$ cat src/rtl/lpm_pkg.sv
package lpm_pkg;

   typedef enum logic [2:0] {
      LPM_NORMAL = 3'd0,
      LPM_SLEEP  = 3'd1,
      LPM_DEEP   = 3'd2,
      LPM_OFF    = 3'd3,
      LPM_WAIT   = 3'd4
   } lpm_mode_e;

   // positions of the behaviour-defining fields of the configuration word
   localparam int unsigned BIT_OT_DEEP    = 13;
   localparam int unsigned BIT_OFF_ALT    = 12;
   localparam int unsigned BIT_LD_WAKE    = 11;
   localparam int unsigned BIT_KEEP_REG   = 10;
   localparam int unsigned BIT_KEEP_LFO   = 9;
   localparam int unsigned BIT_SLEEP_DFLT = 8;
   localparam int unsigned BIT_OT_EN      = 7;
   localparam int unsigned CFG_MIN_W      = BIT_OT_DEEP + 1;

   typedef struct packed {
      logic ot_deep;
      logic off_alt;
      logic ld_wake;
      logic keep_reg;
      logic keep_lfo;
      logic ot_en;
   } lpm_ctl_t;

endpackage

$ cat src/rtl/lpm_cfg_reg.sv
module lpm_cfg_reg import lpm_pkg::*; #(
   parameter int unsigned     CFG_W   = 16,
   parameter logic [CFG_W-1:0] CFG_RST = 16'h2982
) (
   input  logic             clk,
   input  logic             rst_n,
   input  logic             cfg_load,
   input  logic [CFG_W-1:0] cfg_data,
   input  logic             cmd_sleep_on,
   input  logic             cmd_sleep_off,
   output lpm_ctl_t         ctl,
   output logic             sleep_en
);

   generate
      if (CFG_W < CFG_MIN_W) begin : g_width_bad
         $error("lpm_cfg_reg: CFG_W too small for the field map");
      end
   endgenerate

   localparam logic SLEEP_INIT = CFG_RST[BIT_SLEEP_DFLT];

   logic [CFG_W-1:0] cfg_q;
   logic             unused_cfg_bits;

   always_ff @(posedge clk or negedge rst_n) begin
      if (!rst_n) begin
         cfg_q <= CFG_RST;
      end else if (cfg_load) begin
         cfg_q <= cfg_data;
      end
   end

   always_ff @(posedge clk or negedge rst_n) begin
      if (!rst_n) begin
         sleep_en <= SLEEP_INIT;
      end else if (cmd_sleep_off) begin
         sleep_en <= 1'b0;
      end else if (cmd_sleep_on) begin
         sleep_en <= 1'b1;
      end
   end

   assign ctl.ot_deep  = cfg_q[BIT_OT_DEEP];
   assign ctl.off_alt  = cfg_q[BIT_OFF_ALT];
   assign ctl.ld_wake  = cfg_q[BIT_LD_WAKE];
   assign ctl.keep_reg = cfg_q[BIT_KEEP_REG];
   assign ctl.keep_lfo = cfg_q[BIT_KEEP_LFO];
   assign ctl.ot_en    = cfg_q[BIT_OT_EN];

   assign unused_cfg_bits = ^cfg_q;


   cfg_load_chk: assert property (@(posedge clk) disable iff (!rst_n)
      cfg_load |=> cfg_q == $past(cfg_data));


   sleep_hold_chk: assert property (@(posedge clk) disable iff (!rst_n)
      (!cmd_sleep_on && !cmd_sleep_off) |=> $stable(sleep_en));


   sleep_off_wins_chk: assert property (@(posedge clk) disable iff (!rst_n)
      cmd_sleep_off |=> !sleep_en);

endmodule

$ cat src/rtl/lpm_edge_sync.sv
module lpm_edge_sync #(
   parameter int unsigned STAGES = 2
) (
   input  logic clk,
   input  logic rst_n,
   input  logic din,
   output logic rise
);

   generate
      if (STAGES < 2) begin : g_stages_bad
         $error("lpm_edge_sync: at least two synchronizer stages required");
      end
   endgenerate

   // chain[STAGES-1] is the synchronized level, chain[STAGES] its delayed copy
   logic [STAGES:0] chain;

   genvar gi;
   generate
      for (gi = 0; gi <= STAGES; gi++) begin : g_stage
         if (gi == 0) begin : g_first
            always_ff @(posedge clk or negedge rst_n) begin
               if (!rst_n) chain[gi] <= 1'b0;
               else        chain[gi] <= din;
            end
         end else begin : g_next
            always_ff @(posedge clk or negedge rst_n) begin
               if (!rst_n) chain[gi] <= 1'b0;
               else        chain[gi] <= chain[gi-1];
            end
         end
      end
   endgenerate

   assign rise = chain[STAGES-1] & ~chain[STAGES];


   rise_single_chk: assert property (@(posedge clk) disable iff (!rst_n)
      rise |=> !rise);

endmodule

$ cat src/rtl/lpm_fsm.sv
module lpm_fsm import lpm_pkg::*; #(
   parameter int unsigned NUM_REG = 2
) (
   input  logic               clk,
   input  logic               rst_n,
   input  lpm_ctl_t           ctl,
   input  logic               sleep_en,
   input  logic               low_current,
   input  logic               cmd_deep_on,
   input  logic               cmd_deep_off,
   input  logic               cmd_off,
   input  logic               die_ot,
   input  logic               ld_rise,
   output lpm_mode_e          mode,
   output logic [NUM_REG-1:0] reg_en,
   output logic               lfo_en
);

   generate
      if (NUM_REG < 1) begin : g_reg_bad
         $error("lpm_fsm: NUM_REG must be at least one");
      end
   endgenerate

   lpm_mode_e          state_q, state_d;
   logic [NUM_REG-1:0] reg_q, reg_d;
   logic               awake, active, ot_hit, off_req;
   lpm_mode_e          off_target;

   assign awake      = (state_q == LPM_NORMAL) || (state_q == LPM_SLEEP);
   assign active     = awake || (state_q == LPM_DEEP);
   assign ot_hit     = die_ot && ctl.ot_en && ((state_q != LPM_DEEP) || ctl.ot_deep);
   assign off_req    = active && (cmd_off || ot_hit);
   assign off_target = ctl.off_alt ? LPM_WAIT : LPM_OFF;

   always_comb begin
      state_d = state_q;
      if (off_req) begin
         state_d = off_target;
      end else begin
         case (state_q)
            LPM_NORMAL: begin
               if (cmd_deep_on)                  state_d = LPM_DEEP;
               else if (sleep_en && low_current) state_d = LPM_SLEEP;
            end
            LPM_SLEEP: begin
               if (cmd_deep_on)                    state_d = LPM_DEEP;
               else if (!sleep_en || !low_current) state_d = LPM_NORMAL;
            end
            LPM_DEEP: begin
               if (cmd_deep_off || (ctl.ld_wake && ld_rise)) state_d = LPM_NORMAL;
            end
            LPM_WAIT: begin
               if (ld_rise) state_d = LPM_NORMAL;
            end
            LPM_OFF:  state_d = LPM_OFF;
            default:  state_d = LPM_OFF;
         endcase
      end
   end

   always_comb begin
      case (state_d)
         LPM_NORMAL, LPM_SLEEP: reg_d = '1;
         LPM_DEEP: begin
            if (state_q == LPM_DEEP || ctl.keep_reg) reg_d = reg_q;
            else                                     reg_d = '0;
         end
         default: reg_d = '0;
      endcase
   end

   always_ff @(posedge clk or negedge rst_n) begin
      if (!rst_n) begin
         state_q <= LPM_NORMAL;
         reg_q   <= '1;
      end else begin
         state_q <= state_d;
         reg_q   <= reg_d;
      end
   end

   always_comb begin
      case (state_q)
         LPM_NORMAL, LPM_SLEEP: lfo_en = 1'b1;
         LPM_DEEP:              lfo_en = ctl.keep_lfo;
         default:               lfo_en = 1'b0;
      endcase
   end

   assign mode   = state_q;
   assign reg_en = reg_q;


   off_terminal_chk: assert property (@(posedge clk) disable iff (!rst_n)
      state_q == LPM_OFF |=> state_q == LPM_OFF);


   off_quiet_chk: assert property (@(posedge clk) disable iff (!rst_n)
      (state_q == LPM_OFF || state_q == LPM_WAIT) |-> (reg_en == '0 && !lfo_en));


   ot_masked_chk: assert property (@(posedge clk) disable iff (!rst_n)
      (active && !ctl.ot_en && !cmd_off) |=> (state_q != LPM_OFF && state_q != LPM_WAIT));


   deep_ot_chk: assert property (@(posedge clk) disable iff (!rst_n)
      (state_q == LPM_DEEP && !ctl.ot_deep && !cmd_off) |=>
      (state_q == LPM_DEEP || state_q == LPM_NORMAL));


   ld_wake_off_chk: assert property (@(posedge clk) disable iff (!rst_n)
      (state_q == LPM_DEEP && !ctl.ld_wake && !cmd_deep_off && !off_req) |=>
      state_q == LPM_DEEP);


   wait_hold_chk: assert property (@(posedge clk) disable iff (!rst_n)
      (state_q == LPM_WAIT && !ld_rise) |=> state_q == LPM_WAIT);


   deep_reg_keep_chk: assert property (@(posedge clk) disable iff (!rst_n)
      (state_q == LPM_DEEP && state_d == LPM_DEEP) |=> $stable(reg_en));


   off_priority_chk: assert property (@(posedge clk) disable iff (!rst_n)
      (awake && cmd_off) |=> (state_q == LPM_OFF || state_q == LPM_WAIT));

endmodule

$ cat src/rtl/power_mode_ctrl.sv
module power_mode_ctrl import lpm_pkg::*; #(
   parameter int unsigned      CFG_W       = 16,
   parameter logic [CFG_W-1:0] CFG_RST     = 16'h2982,
   parameter int unsigned      SYNC_STAGES = 2,
   parameter int unsigned      NUM_REG     = 2
) (
   input  logic               clk,
   input  logic               rst_n,
   input  logic               cfg_load,
   input  logic [CFG_W-1:0]   cfg_data,
   input  logic               cmd_deep_enter,
   input  logic               cmd_deep_exit,
   input  logic               cmd_sleep_on,
   input  logic               cmd_sleep_off,
   input  logic               cmd_shutdown,
   input  logic               die_ot,
   input  logic               low_current,
   input  logic               ld_pin,
   output logic [2:0]         mode,
   output logic [NUM_REG-1:0] reg_en,
   output logic               lfo_en,
   output logic               sleep_en
);

   lpm_ctl_t  ctl;
   logic      ld_rise;
   lpm_mode_e fsm_mode;

   lpm_cfg_reg #(
      .CFG_W   (CFG_W),
      .CFG_RST (CFG_RST)
   ) u_cfg (
      .clk           (clk),
      .rst_n         (rst_n),
      .cfg_load      (cfg_load),
      .cfg_data      (cfg_data),
      .cmd_sleep_on  (cmd_sleep_on),
      .cmd_sleep_off (cmd_sleep_off),
      .ctl           (ctl),
      .sleep_en      (sleep_en)
   );

   lpm_edge_sync #(
      .STAGES (SYNC_STAGES)
   ) u_ld (
      .clk   (clk),
      .rst_n (rst_n),
      .din   (ld_pin),
      .rise  (ld_rise)
   );

   lpm_fsm #(
      .NUM_REG (NUM_REG)
   ) u_fsm (
      .clk          (clk),
      .rst_n        (rst_n),
      .ctl          (ctl),
      .sleep_en     (sleep_en),
      .low_current  (low_current),
      .cmd_deep_on  (cmd_deep_enter),
      .cmd_deep_off (cmd_deep_exit),
      .cmd_off      (cmd_shutdown),
      .die_ot       (die_ot),
      .ld_rise      (ld_rise),
      .mode         (fsm_mode),
      .reg_en       (reg_en),
      .lfo_en       (lfo_en)
   );

   assign mode = fsm_mode;


   sleep_needs_perm_chk: assert property (@(posedge clk) disable iff (!rst_n)
      (mode == 3'd0 && !sleep_en) |=> mode != 3'd1);

endmodule

$ cat config.mk
export PLATFORM = sky130hd
export DESIGN_NAME = power_mode_ctrl
export DESIGN_NICKNAME = d
export VERILOG_FILES = /design/src/rtl/lpm_pkg.sv /design/src/rtl/lpm_cfg_reg.sv /design/src/rtl/lpm_edge_sync.sv /design/src/rtl/lpm_fsm.sv /design/src/rtl/power_mode_ctrl.sv
export SDC_FILE = /design/constraint.sdc
export NUM_CORES = 1
export LEC_CHECK = 0
export ABC_AREA = 1
export BUFFER_PORTS_ARGS = -buffer_cell sky130_fd_sc_hd__buf_2
export CORE_MARGIN = 5
export CORE_UTILIZATION = 40
export CTS_BUF_LIST = sky130_fd_sc_hd__clkbuf_16
export CTS_CLUSTER_SIZE = 8
export DETAILED_ROUTE_END_ITERATION = 10
export HOLD_SLACK_MARGIN = 0.02
export MAX_ROUTING_LAYER = met4
export PLACE_DENSITY = 0.83
export SETUP_SLACK_MARGIN = 0.1
export SLEW_MARGIN = 10
export SYNTH_ARGS = -nofsm -noshare
export SYNTH_HDL_FRONTEND = slang
export SYNTH_SLANG_ARGS = --single-unit
$ cat constraint.sdc
create_clock -name clk -period 2.2 [get_ports clk]
set_input_delay 0.11 -clock clk [delete_from_list [all_inputs] [get_ports clk]]
set_output_delay 0.11 -clock clk [all_outputs]
set_load 0.005 [all_outputs]
==> flow_summary.html <==
<table>
<tr><th>Metric</th><th>Value</th></tr>
<tr><th colspan="2">CTS</th></tr>
<tr><td>CTS sink count</td><td>14</td></tr>
<tr><td>Post-cts sizing count</td><td>0</td></tr>
<tr><td>Buffer depth of the longest clock path</td><td>2</td></tr>
<tr><td>CTS tree</td><td>built</td></tr>
<tr><td>Post-CTS repair timing setup buffer count</td><td>0</td></tr>
<tr><td>Hold_buf cts</td><td>3</td></tr>
<tr><td>Worst-skew pair later-pin latency</td><td>240 ps</td></tr>
<tr><td>Cts bufs inserted</td><td>3</td></tr>
<tr><td>H-tree level count</td><td>1</td></tr>
<tr><td>CTS root buffer</td><td>clkbuf_16</td></tr>
<tr><td>Clock-pin slew reported for the worst setup and hold paths after clock tree synthesis</td><td>40 ps</td></tr>
<tr><th colspan="2">Routing</th></tr>
<tr><td>Vias per inst</td><td>4.80</td></tr>
<tr><td>Remaining antenna violation count after routing</td><td>0</td></tr>
<tr><td>Detailed-route wire length</td><td>1290 um</td></tr>
<tr><td>Via total after detailed routing</td><td>around 530</td></tr>
<tr><td>Length of the first detailed-routing pass in iterations</td><td>4</td></tr>
<tr><td>Average detailed-routed wire length per instance</td><td>roughly 12 um</td></tr>
<tr><td>Number of DRC violations after detailed-routing iteration 0</td><td>1</td></tr>
<tr><td>Remaining design rule violation count</td><td>0</td></tr>
<tr><th colspan="2">Critical path</th></tr>
<tr><td>Arrival time of the worst setup path</td><td>between 1000 and 1500 ps</td></tr>
<tr><td>Kind of end point of the critical path</td><td>output port</td></tr>
<tr><td>Data required, critical path</td><td>2090 ps</td></tr>
<tr><td>Critical-path maximum fanout</td><td>5</td></tr>
<tr><td>Crit path kind</td><td>reg2out</td></tr>
<tr><td>Kind of start point of the critical path</td><td>flop</td></tr>
<tr><th colspan="2">Yosys</th></tr>
<tr><td>Post-synthesis net count</td><td>between 90 and 100</td></tr>
<tr><td>Number of storage elements in the synthesis netlist</td><td>14</td></tr>
<tr><td>Post-synthesis cell type with the largest combined area</td><td>dfrtp_1</td></tr>
<tr><td>Cell types with the highest counts after synthesis</td><td>nand2_1 (14), dfrtp_1 (9), inv_1 (8)</td></tr>
<tr><td>Cell area after technology mapping</td><td>629 um^2</td></tr>
<tr><td>Number of enable-type register cells in the synthesized netlist</td><td>0</td></tr>
<tr><td>Syn Area/Cell</td><td>9.39 um^2</td></tr>
<tr><td>Top_reg_cell synth</td><td>dfrtp_1</td></tr>
<tr><td>Top post-synthesis cells by area</td><td>dfrtp_1 (36%), dfstp_2 (21%), nand2_1 (8.3%), nand2_2 (5.0%), inv_1 (4.8%)</td></tr>
<tr><td>Cell with the most instances after synthesis</td><td>nand2_1</td></tr>
<tr><td>Yosys top cell area share</td><td>35.8%</td></tr>
<tr><td>Post-synthesis sequential area ratio</td><td>56.7%</td></tr>
<tr><td>Instance count of the mapped netlist</td><td>67</td></tr>
<tr><td>Number of different library cells in the post-synthesis netlist</td><td>18</td></tr>
<tr><td>Yosys warning count</td><td>0</td></tr>
<tr><td>Fraction of synthesis flops using an asynchronous set or reset pin</td><td>between 90% and 100%</td></tr>
<tr><th colspan="2">STA</th></tr>
<tr><td>Maximum clock skew at final layout</td><td>2.03 ps</td></tr>
<tr><td>Crit path setup slack, layout</td><td>934 ps</td></tr>
<tr><td>Time the final worst path needs with I/O delays and setup</td><td>1270 ps</td></tr>
<tr><td>Final-report max-slew violation count</td><td>0</td></tr>
<tr><td>Final setup violation count</td><td>0</td></tr>
<tr><td>RSZ-0062 raised after global routing</td><td>no</td></tr>
<tr><td>Max-slew headroom at the worst pin</td><td>79.9%</td></tr>
<tr><td>Achievable frequency</td><td>790 MHz</td></tr>
<tr><td>Slew at the pin closest to its max-slew limit</td><td>301 ps</td></tr>
<tr><td>Total negative setup slack</td><td>0 ps</td></tr>
<tr><td>Number of endpoints with negative hold slack in the final report</td><td>0</td></tr>
<tr><td>Final worst path period share</td><td>57.6%</td></tr>
<tr><th colspan="2">Die</th></tr>
<tr><td>FP Rows</td><td>14</td></tr>
<tr><td>Count of pins on the block boundary</td><td>34</td></tr>
<tr><td>Chip height</td><td>49.7 um</td></tr>
<tr><td>Starting density of the core</td><td>between 40% and 50%</td></tr>
<tr><td>DIE AREA</td><td>~2500 um^2</td></tr>
<tr><td>Core Region</td><td>1510 um^2</td></tr>
<tr><td>Die Width</td><td>just under 50 um</td></tr>
<tr><th colspan="2">Global route</th></tr>
<tr><td>Antenna violations before repair</td><td>0</td></tr>
<tr><td>Pin count of the biggest net entering global routing</td><td>15</td></tr>
<tr><td>Via count of the first global-routing pass</td><td>495</td></tr>
<tr><td>Total overflow reported by the global router</td><td>0</td></tr>
<tr><td>Total routing resource utilization after global routing</td><td>a little under an eighth</td></tr>
<tr><td>First-pass GRT wire length</td><td>about 2200 um</td></tr>
<tr><th colspan="2">Power</th></tr>
<tr><td>Leak pwr</td><td>0.439 nW</td></tr>
<tr><td>Peak VDD IR</td><td>0.000412 V</td></tr>
<tr><td>Pwr per Cell Area</td><td>770 nW/um^2</td></tr>
<tr><th colspan="2">Final layout</th></tr>
<tr><td>Finished Cell Area</td><td>861 um^2</td></tr>
<tr><td>Fraction of layout instances using a drive strength above 1</td><td>~46%</td></tr>
<tr><td>Number of non-filler instances in the completed layout</td><td>about 110</td></tr>
<tr><td>Storage cell area</td><td>357 um^2</td></tr>
<tr><td>Number of filler cells placed in the layout</td><td>131</td></tr>
<tr><td>Diode count</td><td>0</td></tr>
<tr><td>Combined area of the multi-input logic cells</td><td>roughly 230 um^2</td></tr>
<tr><td>Layout overhead on the synthesized area</td><td>36.8%</td></tr>
<tr><td>Final core area utilization</td><td>57.1%</td></tr>
<tr><td># nets final</td><td>123</td></tr>
<tr><th colspan="2">Flow run</th></tr>
<tr><td>Maximum capacitance violations</td><td>0</td></tr>
<tr><th colspan="2">Placed design</th></tr>
<tr><td>Worst setup slack before clock tree synthesis</td><td>978 ps</td></tr>
<tr><td>Number of instances in the placed design</td><td>104</td></tr>
<tr><td>PortBufs</td><td>23</td></tr>
<tr><td>RD Place Congestion</td><td>0.790</td></tr>
<tr><td>HPWL reported at the end of detailed placement</td><td>959 um</td></tr>
<tr><td>Area after detailed placement</td><td>about 750 um^2</td></tr>
<tr><th colspan="2">Min path</th></tr>
<tr><td>Path type of the worst min-delay path</td><td>in2reg</td></tr>
<tr><th colspan="2">Status</th></tr>
<tr><td>Status</td><td>complete, no violations</td></tr>
</table>
cell families (layout without fill, tap and decap cells):
| group | after synthesis | count (layout) | share of synthesized area (%) |
|---|---|---|---|
| buf+inv | 11 | 39 | 7.36 |
| simple gates | 32 | 32 | 24.9 |
| compound gates | 8 | 8 | 7.56 |
| flops | 14 | 14 | 56.7 |
| mux | 2 | 2 | 3.58 |
critical path, cell delays in order, from the launching register on:
cell	delay [ps]
dfrtp_1	400
nor2_2	140
nand2_2	100
o21ai_0	140
buf_2	130
stage by stage:
step                      power, mW  hold WS, ps
final                         0.662         73.1
after CTS                     0.672         75.9
after detailed placement      0.329         13.2
after global routing          0.692          106
after global placement        0.328         9.77
after floorplan               0.306         -186
layout by cell type, fill, tap and decap left out, drive strengths merged:
cell and instances:
dfstp 5, nand3 5, nand2 19, buf 23, dlygate4sd3 3, o21ai 5
clkbuf 3, inv 10, a21boi 1, mux2 2, nor2 7, dfrtp 9
a21oi 1, o22ai 1, nand4 1
state kept, by name, summed over array words and instances (netlist names):
name,count
u_ld.chain,3
u_cfg.sleep_en,1
u_cfg.cfg_q,6
u_fsm.reg_en,1
u_fsm.mode,3
layer usage:
| metal | global-route usage, % | wire [um] | up-vias |
|---|---|---|---|
| met5 | - | 0 | - |
| met4 | 9.17 | 48 | 0 |
| met3 | 2.71 | 100 | 5 |
| met2 | 17.2 | 627 | 24 |
| met1 | 14.2 | 510 | 238 |
| li1 | - | - | 266 |
where the power goes:
group	internal [mW]	total [mW]	leakage (nW)	switching (mW)
clock	0.239	0.333	0.0423	0.0937
sequential	0.278	0.283	0.155	0.00493
combinational	0.0234	0.0472	0.241	0.0238
total	0.540	0.662	0.439	0.122
area by class of cell:
type	instances	share of cell area, %
well taps	16	2.33
inverters	9	3.92
repair buffers	26	16.9
clock inverters	1	0.436
clock buffers	3	8.72
multi-input cells	42	26.3
flip-flops and latches	14	41.4
worst paths after layout:
| path | startpoint | endpoint | slack (ps) | cells past startpoint |
|---|---|---|---|---|
| max | u_fsm.mode[0]$_DFF_PN0_ | lfo_en | 930 | 4 |
| min | cfg_data[10] | u_cfg.cfg_q[10]$_DFFE_PN0P_ | 70 | 3 |
| max reg2reg | u_fsm.mode[1]$_DFF_PN0_ | u_fsm.reg_en[0]$_DFFE_PN1P_ | 950 | 7 |
| min reg2reg | u_ld.chain[0]$_DFF_PN0_ | u_ld.chain[1]$_DFF_PN0_ | 360 | 0 |
| max in group asynchronous | rst_n | u_fsm.reg_en[0]$_DFFE_PN1P_ | 1620 | 2 |
| min in group asynchronous | rst_n | u_cfg.cfg_q[12]$_DFFE_PN0P_ | 300 | 2 |
Power figures use the tool's default switching activity.
